===== src/rtl/intalu_pkg.sv =====
`timescale 1ns/1ps
package intalu_pkg;
  localparam int XLEN  = 32;
  localparam int IMM_W = 16;
  localparam int SH_W  = $clog2(XLEN);
  localparam int OP_W  = 4;

  typedef enum logic [OP_W-1:0] {
    OP_ADD  = 4'd0,
    OP_SUB  = 4'd1,
    OP_AND  = 4'd2,
    OP_OR   = 4'd3,
    OP_NOR  = 4'd4,
    OP_XOR  = 4'd5,
    OP_SLL  = 4'd6,
    OP_SRL  = 4'd7,
    OP_ADDI = 4'd8,
    OP_ANDI = 4'd9,
    OP_ORI  = 4'd10,
    OP_XORI = 4'd11,
    OP_LUI  = 4'd12
  } op_e;
endpackage


===== src/rtl/intalu_immext.sv =====
`timescale 1ns/1ps
module intalu_immext #(
  parameter int XLEN  = 32,
  parameter int IMM_W = 16
) (
  input  logic [IMM_W-1:0] imm,
  output logic [XLEN-1:0]  imm_sext,
  output logic [XLEN-1:0]  imm_zext,
  output logic [XLEN-1:0]  imm_upper
);
  localparam int PAD_W = XLEN - IMM_W;

  assign imm_sext  = {{PAD_W{imm[IMM_W-1]}}, imm};
  assign imm_zext  = {{PAD_W{1'b0}}, imm};
  assign imm_upper = {imm, {PAD_W{1'b0}}};
endmodule


===== src/rtl/intalu_shift.sv =====
`timescale 1ns/1ps
module intalu_shift #(
  parameter int WIDTH = 32,
  parameter bit LEFT  = 1'b1,
  localparam int AMT_W = $clog2(WIDTH)
) (
  input  logic [WIDTH-1:0] din,
  input  logic [AMT_W-1:0] amt,
  output logic [WIDTH-1:0] dout
);
  logic [WIDTH-1:0] stage [AMT_W+1];

  assign stage[0] = din;

  for (genvar i = 0; i < AMT_W; i++) begin : g_stage
    if (LEFT) begin : g_left
      assign stage[i+1] = amt[i] ? (stage[i] << (1 << i)) : stage[i];
    end else begin : g_right
      assign stage[i+1] = amt[i] ? (stage[i] >> (1 << i)) : stage[i];
    end
  end

  assign dout = stage[AMT_W];
endmodule


===== src/rtl/intalu_core.sv =====
`timescale 1ns/1ps
module intalu_core
  import intalu_pkg::*;
#(
  parameter int XLEN  = intalu_pkg::XLEN,
  parameter int IMM_W = intalu_pkg::IMM_W,
  localparam int SH_W = $clog2(XLEN)
) (
  input  logic [OP_W-1:0]  op,
  input  logic [XLEN-1:0]  a,
  input  logic [XLEN-1:0]  b,
  input  logic [IMM_W-1:0] imm,
  input  logic [SH_W-1:0]  shamt,
  output logic [XLEN-1:0]  res,
  output logic             bad_op
);
  logic [XLEN-1:0] imm_sext, imm_zext, imm_upper;
  logic [XLEN-1:0] shl, shr;
  logic [XLEN-1:0] add_rhs, logic_rhs, sum;
  logic            is_imm_logic;

  intalu_immext #(.XLEN(XLEN), .IMM_W(IMM_W)) u_immext (
    .imm      (imm),
    .imm_sext (imm_sext),
    .imm_zext (imm_zext),
    .imm_upper(imm_upper)
  );

  intalu_shift #(.WIDTH(XLEN), .LEFT(1'b1)) u_shl (
    .din(a), .amt(shamt), .dout(shl)
  );

  intalu_shift #(.WIDTH(XLEN), .LEFT(1'b0)) u_shr (
    .din(a), .amt(shamt), .dout(shr)
  );

  // one shared adder: subtract is a + ~b + 1
  always_comb begin
    if (op == OP_SUB)       add_rhs = ~b;
    else if (op == OP_ADDI) add_rhs = imm_sext;
    else                    add_rhs = b;
    sum = a + add_rhs + XLEN'(op == OP_SUB);
  end

  assign is_imm_logic = (op == OP_ANDI) || (op == OP_ORI) || (op == OP_XORI);
  assign logic_rhs    = is_imm_logic ? imm_zext : b;

  always_comb begin
    res    = '0;
    bad_op = 1'b0;
    case (op)
      OP_ADD, OP_SUB, OP_ADDI: res = sum;
      OP_AND, OP_ANDI:         res = a & logic_rhs;
      OP_OR, OP_ORI:           res = a | logic_rhs;
      OP_NOR:                  res = ~(a | logic_rhs);
      OP_XOR, OP_XORI:         res = a ^ logic_rhs;
      OP_SLL:                  res = shl;
      OP_SRL:                  res = shr;
      OP_LUI:                  res = imm_upper;
      default:                 bad_op = 1'b1;
    endcase
  end

  always_comb begin
    if (op == OP_LUI) begin
      p_lui_low_zero_r5: assert (res[IMM_W-1:0] == '0);
    end
    if (op == OP_SRL && shamt != '0) begin
      p_srl_zero_fill_r4: assert (res[XLEN-1] == 1'b0);
    end
    if (op == OP_SLL && shamt != '0) begin
      p_sll_zero_fill_r4: assert (res[0] == 1'b0);
    end
    if (op == OP_ANDI) begin
      p_andi_upper_clear_r3: assert (res[XLEN-1:IMM_W] == '0);
    end
  end
endmodule


===== src/rtl/intalu_exec.sv =====
`timescale 1ns/1ps
module intalu_exec
  import intalu_pkg::*;
#(
  parameter int XLEN  = intalu_pkg::XLEN,
  parameter int IMM_W = intalu_pkg::IMM_W,
  localparam int SH_W = $clog2(XLEN)
) (
  input  logic             clk,
  input  logic             rst_n,
  input  logic             in_valid,
  input  logic [OP_W-1:0]  op_sel,
  input  logic [XLEN-1:0]  src_a,
  input  logic [XLEN-1:0]  src_b,
  input  logic [IMM_W-1:0] imm16,
  input  logic [SH_W-1:0]  shamt,
  output logic             out_valid,
  output logic [XLEN-1:0]  result,
  output logic             op_illegal
);
  logic [XLEN-1:0] core_res;
  logic            core_bad;
  logic [XLEN-1:0] res_d, res_q;
  logic            bad_d, bad_q;
  logic            vld_d, vld_q;

  intalu_core #(.XLEN(XLEN), .IMM_W(IMM_W)) u_core (
    .op    (op_sel),
    .a     (src_a),
    .b     (src_b),
    .imm   (imm16),
    .shamt (shamt),
    .res   (core_res),
    .bad_op(core_bad)
  );

  // next state: clock enable on in_valid for the data registers
  always_comb begin
    vld_d = in_valid;
    res_d = res_q;
    bad_d = bad_q;
    if (in_valid) begin
      res_d = core_res;
      bad_d = core_bad;
    end
  end

  always_ff @(posedge clk or negedge rst_n) begin
    if (!rst_n) begin
      vld_q <= 1'b0;
      res_q <= '0;
      bad_q <= 1'b0;
    end else begin
      vld_q <= vld_d;
      res_q <= res_d;
      bad_q <= bad_d;
    end
  end

  assign out_valid  = vld_q;
  assign result     = res_q;
  assign op_illegal = bad_q;

  p_valid_follows_r8: assert property (@(posedge clk) disable iff (!rst_n)
    in_valid |=> out_valid);
  p_valid_drops_r8: assert property (@(posedge clk) disable iff (!rst_n)
    !in_valid |=> !out_valid);
  p_hold_idle_r10: assert property (@(posedge clk) disable iff (!rst_n)
    !in_valid |=> ($stable(result) && $stable(op_illegal)));
  p_illegal_zero_r7: assert property (@(posedge clk) disable iff (!rst_n)
    op_illegal |-> (result == '0));
  p_legal_flag_low_r7: assert property (@(posedge clk) disable iff (!rst_n)
    (in_valid && op_sel <= OP_W'(OP_LUI)) |=> !op_illegal);
endmodule


===== config.mk =====
export PLATFORM = sky130hd
export DESIGN_NAME = intalu_exec
export DESIGN_NICKNAME = d
export VERILOG_FILES = /design/src/rtl/intalu_pkg.sv /design/src/rtl/intalu_immext.sv /design/src/rtl/intalu_shift.sv /design/src/rtl/intalu_core.sv /design/src/rtl/intalu_exec.sv
export SDC_FILE = /design/constraint.sdc
export NUM_CORES = 1
export LEC_CHECK = 0
export BUFFER_PORTS_ARGS = -buffer_cell sky130_fd_sc_hd__buf_2
export CORE_MARGIN = 2
export CORE_UTILIZATION = 40
export DETAILED_ROUTE_END_ITERATION = 8
export GPL_ROUTABILITY_DRIVEN = 1
export PLACE_DENSITY = 0.66
export SETUP_SLACK_MARGIN = 0.02
export SLEW_MARGIN = 40
export SYNTH_ARGS = -nofsm -noshare
export SYNTH_HDL_FRONTEND = slang
export SYNTH_SLANG_ARGS = --single-unit

===== constraint.sdc =====
create_clock -name clk -period 1.42 [get_ports clk]
set_input_delay 0.213 -clock clk [delete_from_list [all_inputs] [get_ports clk]]
set_output_delay 0.213 -clock clk [all_outputs]
set_load 0.02 [all_outputs]

==> flow_summary.json <==
{
  "ys_types": 83,
  "hpwl_um": 41390,
  "setup_viol": 32,
  "min_path_type": "in2reg",
  "rows": 55,
  "antenna_found_initial": 2,
  "synth_area_um2": 9313,
  "grt_max_degree": 35,
  "violations": "setup timing",
  "worstRegToRegCells": 7,
  "dr.pass1.iters": 6,
  "path_clk_slew_ps": 60,
  "post_drt_via_cell_ratio": 6.079,
  "cts_max_path_buffers": 2,
  "crit_required_ps": 1590,
  "wl_per_cell_um": 23.93,
  "min_to": "out_valid",
  "die_x_um": 156.6,
  "p_per_area_nw_per_um2": 643.5,
  "rr_startpoint": "result[14]",
  "portBuffers": 125,
  "cts_made_buffers": 5,
  "final_antenna_net_count": 0,
  "cp.arrival_ps": 3520,
  "crit_path_end_kind": "register",
  "core-area_um2": 22780,
  "async_reset_ff_share_pct": 100.0,
  "fin_worst_skew_ps": 0,
  "cts.sinks": 34,
  "p_total_mw": 9.384,
  "status": "finished with violations",
  "area_growth_pct": 56.59,
  "hold_start": "in_valid",
  "yosys_warnings": 0,
  "dieArea_um2": 24520,
  "worstMarginPinSlew_ps": 688.9,
  "fillerInstances": 2012,
  "post-route-period-util_pct": 236.2,
  "start_util_pct": 40.88,
  "multi_input_area_um2": 8409,
  "insertion_delay_ps": 280,
  "die_h_um": 156.6,
  "final_max_slew_viol_count": 0,
  "antenna_cells": 0,
  "r2r-end": "result[14]",
  "ys_ff_latch": 34,
  "ir_drop_mv": 0.5504,
  "ff_latch_area_um2": 850.8,
  "whs_path_depth": 2,
  "seq_area_frac_synth_pct": 9.136,
  "cts_htree_levels": 2,
  "setup_ws_ps": -1934,
  "maxCapViolations": 0,
  "max_slew_margin_pct": 53.79,
  "p_leak_nw": 7.200,
  "grt_pass1_wl_um": 73750,
  "rsz0062_at_grt": "yes",
  "num_vias": 12670,
  "io_pins": 126,
  "grt_pass1_vias": 12050,
  "synth_flop_cell": "dfrtp_1",
  "hold_viol": 0,
  "fin_crit_ps": 3354,
  "cts-root-buf": "clkbuf_16",
  "synth_edf_count": 0,
  "initialDrtViolationCount": 1413,
  "startpoint_type": "input port",
  "synth_cells": 1270,
  "drive_above_1_share_pct": 43.23,
  "drc": 0,
  "crit_start": "op_sel[1]",
  "r2r_slack_ps": -180,
  "crit_type": "in2reg",
  "timing.hold.ws_ps": 294.2,
  "syn_nets": 1458,
  "drt_wl_total_um": 49900,
  "syn_area_per_cell_um2": 7.333,
  "nNetsFinal": 1959,
  "grt_overflow": 0,
  "grt_use_total_pct": 39.95,
  "cts_tree": "built",
  "fmax_mhz": 298.2,
  "cp_max_fo": 7,
  "gp_congestion": 1.069,
  "tns_ps": -53500
}
-- state kept, by name, summed over array words and instances (netlist names) --
signal,count
op_illegal,1
result,32
out_valid,1
-- through the flow --
stage	util [%]	setup WS [ps]	area, um^2	cells
after floorplan	-	-2166	9469	1270
after global placement	59.56	-2144	13570	2061
after detailed placement	59.56	-2203	13570	2061
after CTS	63.39	-1792	14440	2081
after global routing	64.02	-1983	14580	2085
final	64.02	-1934	14580	2085
-- cells in the final DEF, fill, tap and decap left out, drive strengths merged, types with 14 or more instances in the layout --
cell and n:
a22oi 16, a211oi 22, nand2 192, ha 94
a21o 22, o22ai 14, nor3 15, dfrtp 34
mux4 30, nor2 114, xnor2 20, buf 596
o211ai 34, mux2i 59, o21ai 94, a221oi 36
a21oi 82, nand3 15, o221ai 20, inv 73
a221o 25
-- critical path, stage by stage --
cell,delay (ps)
buf_6,90
or4b_4,530
nor2b_4,180
buf_6,120
a221o_1,330
ha_4,310
o211ai_1,130
nor3_2,230
o21ai_2,120
a211o_2,370
a21oi_4,300
mux2i_1,230
o211ai_1,100
a211o_1,260
-- layout make-up --
cell class / count / area share [%]
Clock buffer: 5 / 0.8580
Clock inverter: 3 / 0.4719
Inverter: 75 / 1.931
Multi-Input combinational cell: 1057 / 57.67
Sequential cell: 34 / 5.834
Tap cell: 313 / 2.686
Timing Repair Buffer: 598 / 30.55
-- per-layer routing --
| layer | vias to the layer above | global-route usage, % | part of all wire (%) |
|---|---|---|---|
| met1 | 6048 | 53.53 | 41 |
| met5 | - | 0 | 0 |
| met4 | 0 | 17.69 | 5.3 |
| met2 | 752 | 61.49 | 43 |
| li1 | 5744 | - | - |
| met3 | 130 | 8.834 | 11 |
-- cell usage after synthesis, drive strengths merged, types with 15 or more instances --
library cell  number  share of area [%]
a22oi             16                1.4
o221ai            20                1.9
a221o             25                2.7
a211oi            22                1.8
clkbuf            47                1.9
xnor2             20                2.0
ha                94                 13
nand3             15               0.81
dfrtp             34                9.1
nor2             114                4.6
o21ai             94                5.2
a21oi             82                4.6
nand2            192                7.7
inv               73                2.9
o211ai            34                2.8
a221oi            36                3.5
mux2i             59                6.3
mux4              30                7.3
nor3              15               0.81
a21o              22                1.8
buf               57                3.7
-- what timing repair did --
item	4_1_cts	5_1_grt
gates resized for setup	109	26
endpoints found under the hold margin	34	0
buffers inserted	15	7
pin swaps	66	51
cloned	1	0
setup endpoints to repair	32	32
hold buffers	1	0
-- power by group --
part | leakage (nW) | switching, mW | internal (mW)
Combinational | 6.67 | 3.64 | 3.07
Sequential | 0.435 | 0.103 | 1.12
Clock | 0.0940 | 0.441 | 1.01
Total | 7.20 | 4.18 | 5.20
-- cell families after synthesis --
kind of cell,share of synthesized area (%)
AO/OA/AOI/OAI,32.46
XOR/XNOR,2.620
adder cells (fa/ha/maj),13.06
buffers and inverters,8.612
flip-flops,9.136
multiplexers,15.29
AND/OR/NAND/NOR,18.82
-- worst max-delay path by stage --
stage | to | cells after the start
final | result[25] | 14
after global routing | result[25] | 14
after CTS | result[25] | 14
after detailed placement | result[25] | 14
after global placement | result[25] | 14
after floorplan | result[28] | 15
No activity file was read; power rests on OpenSTA's default activity.
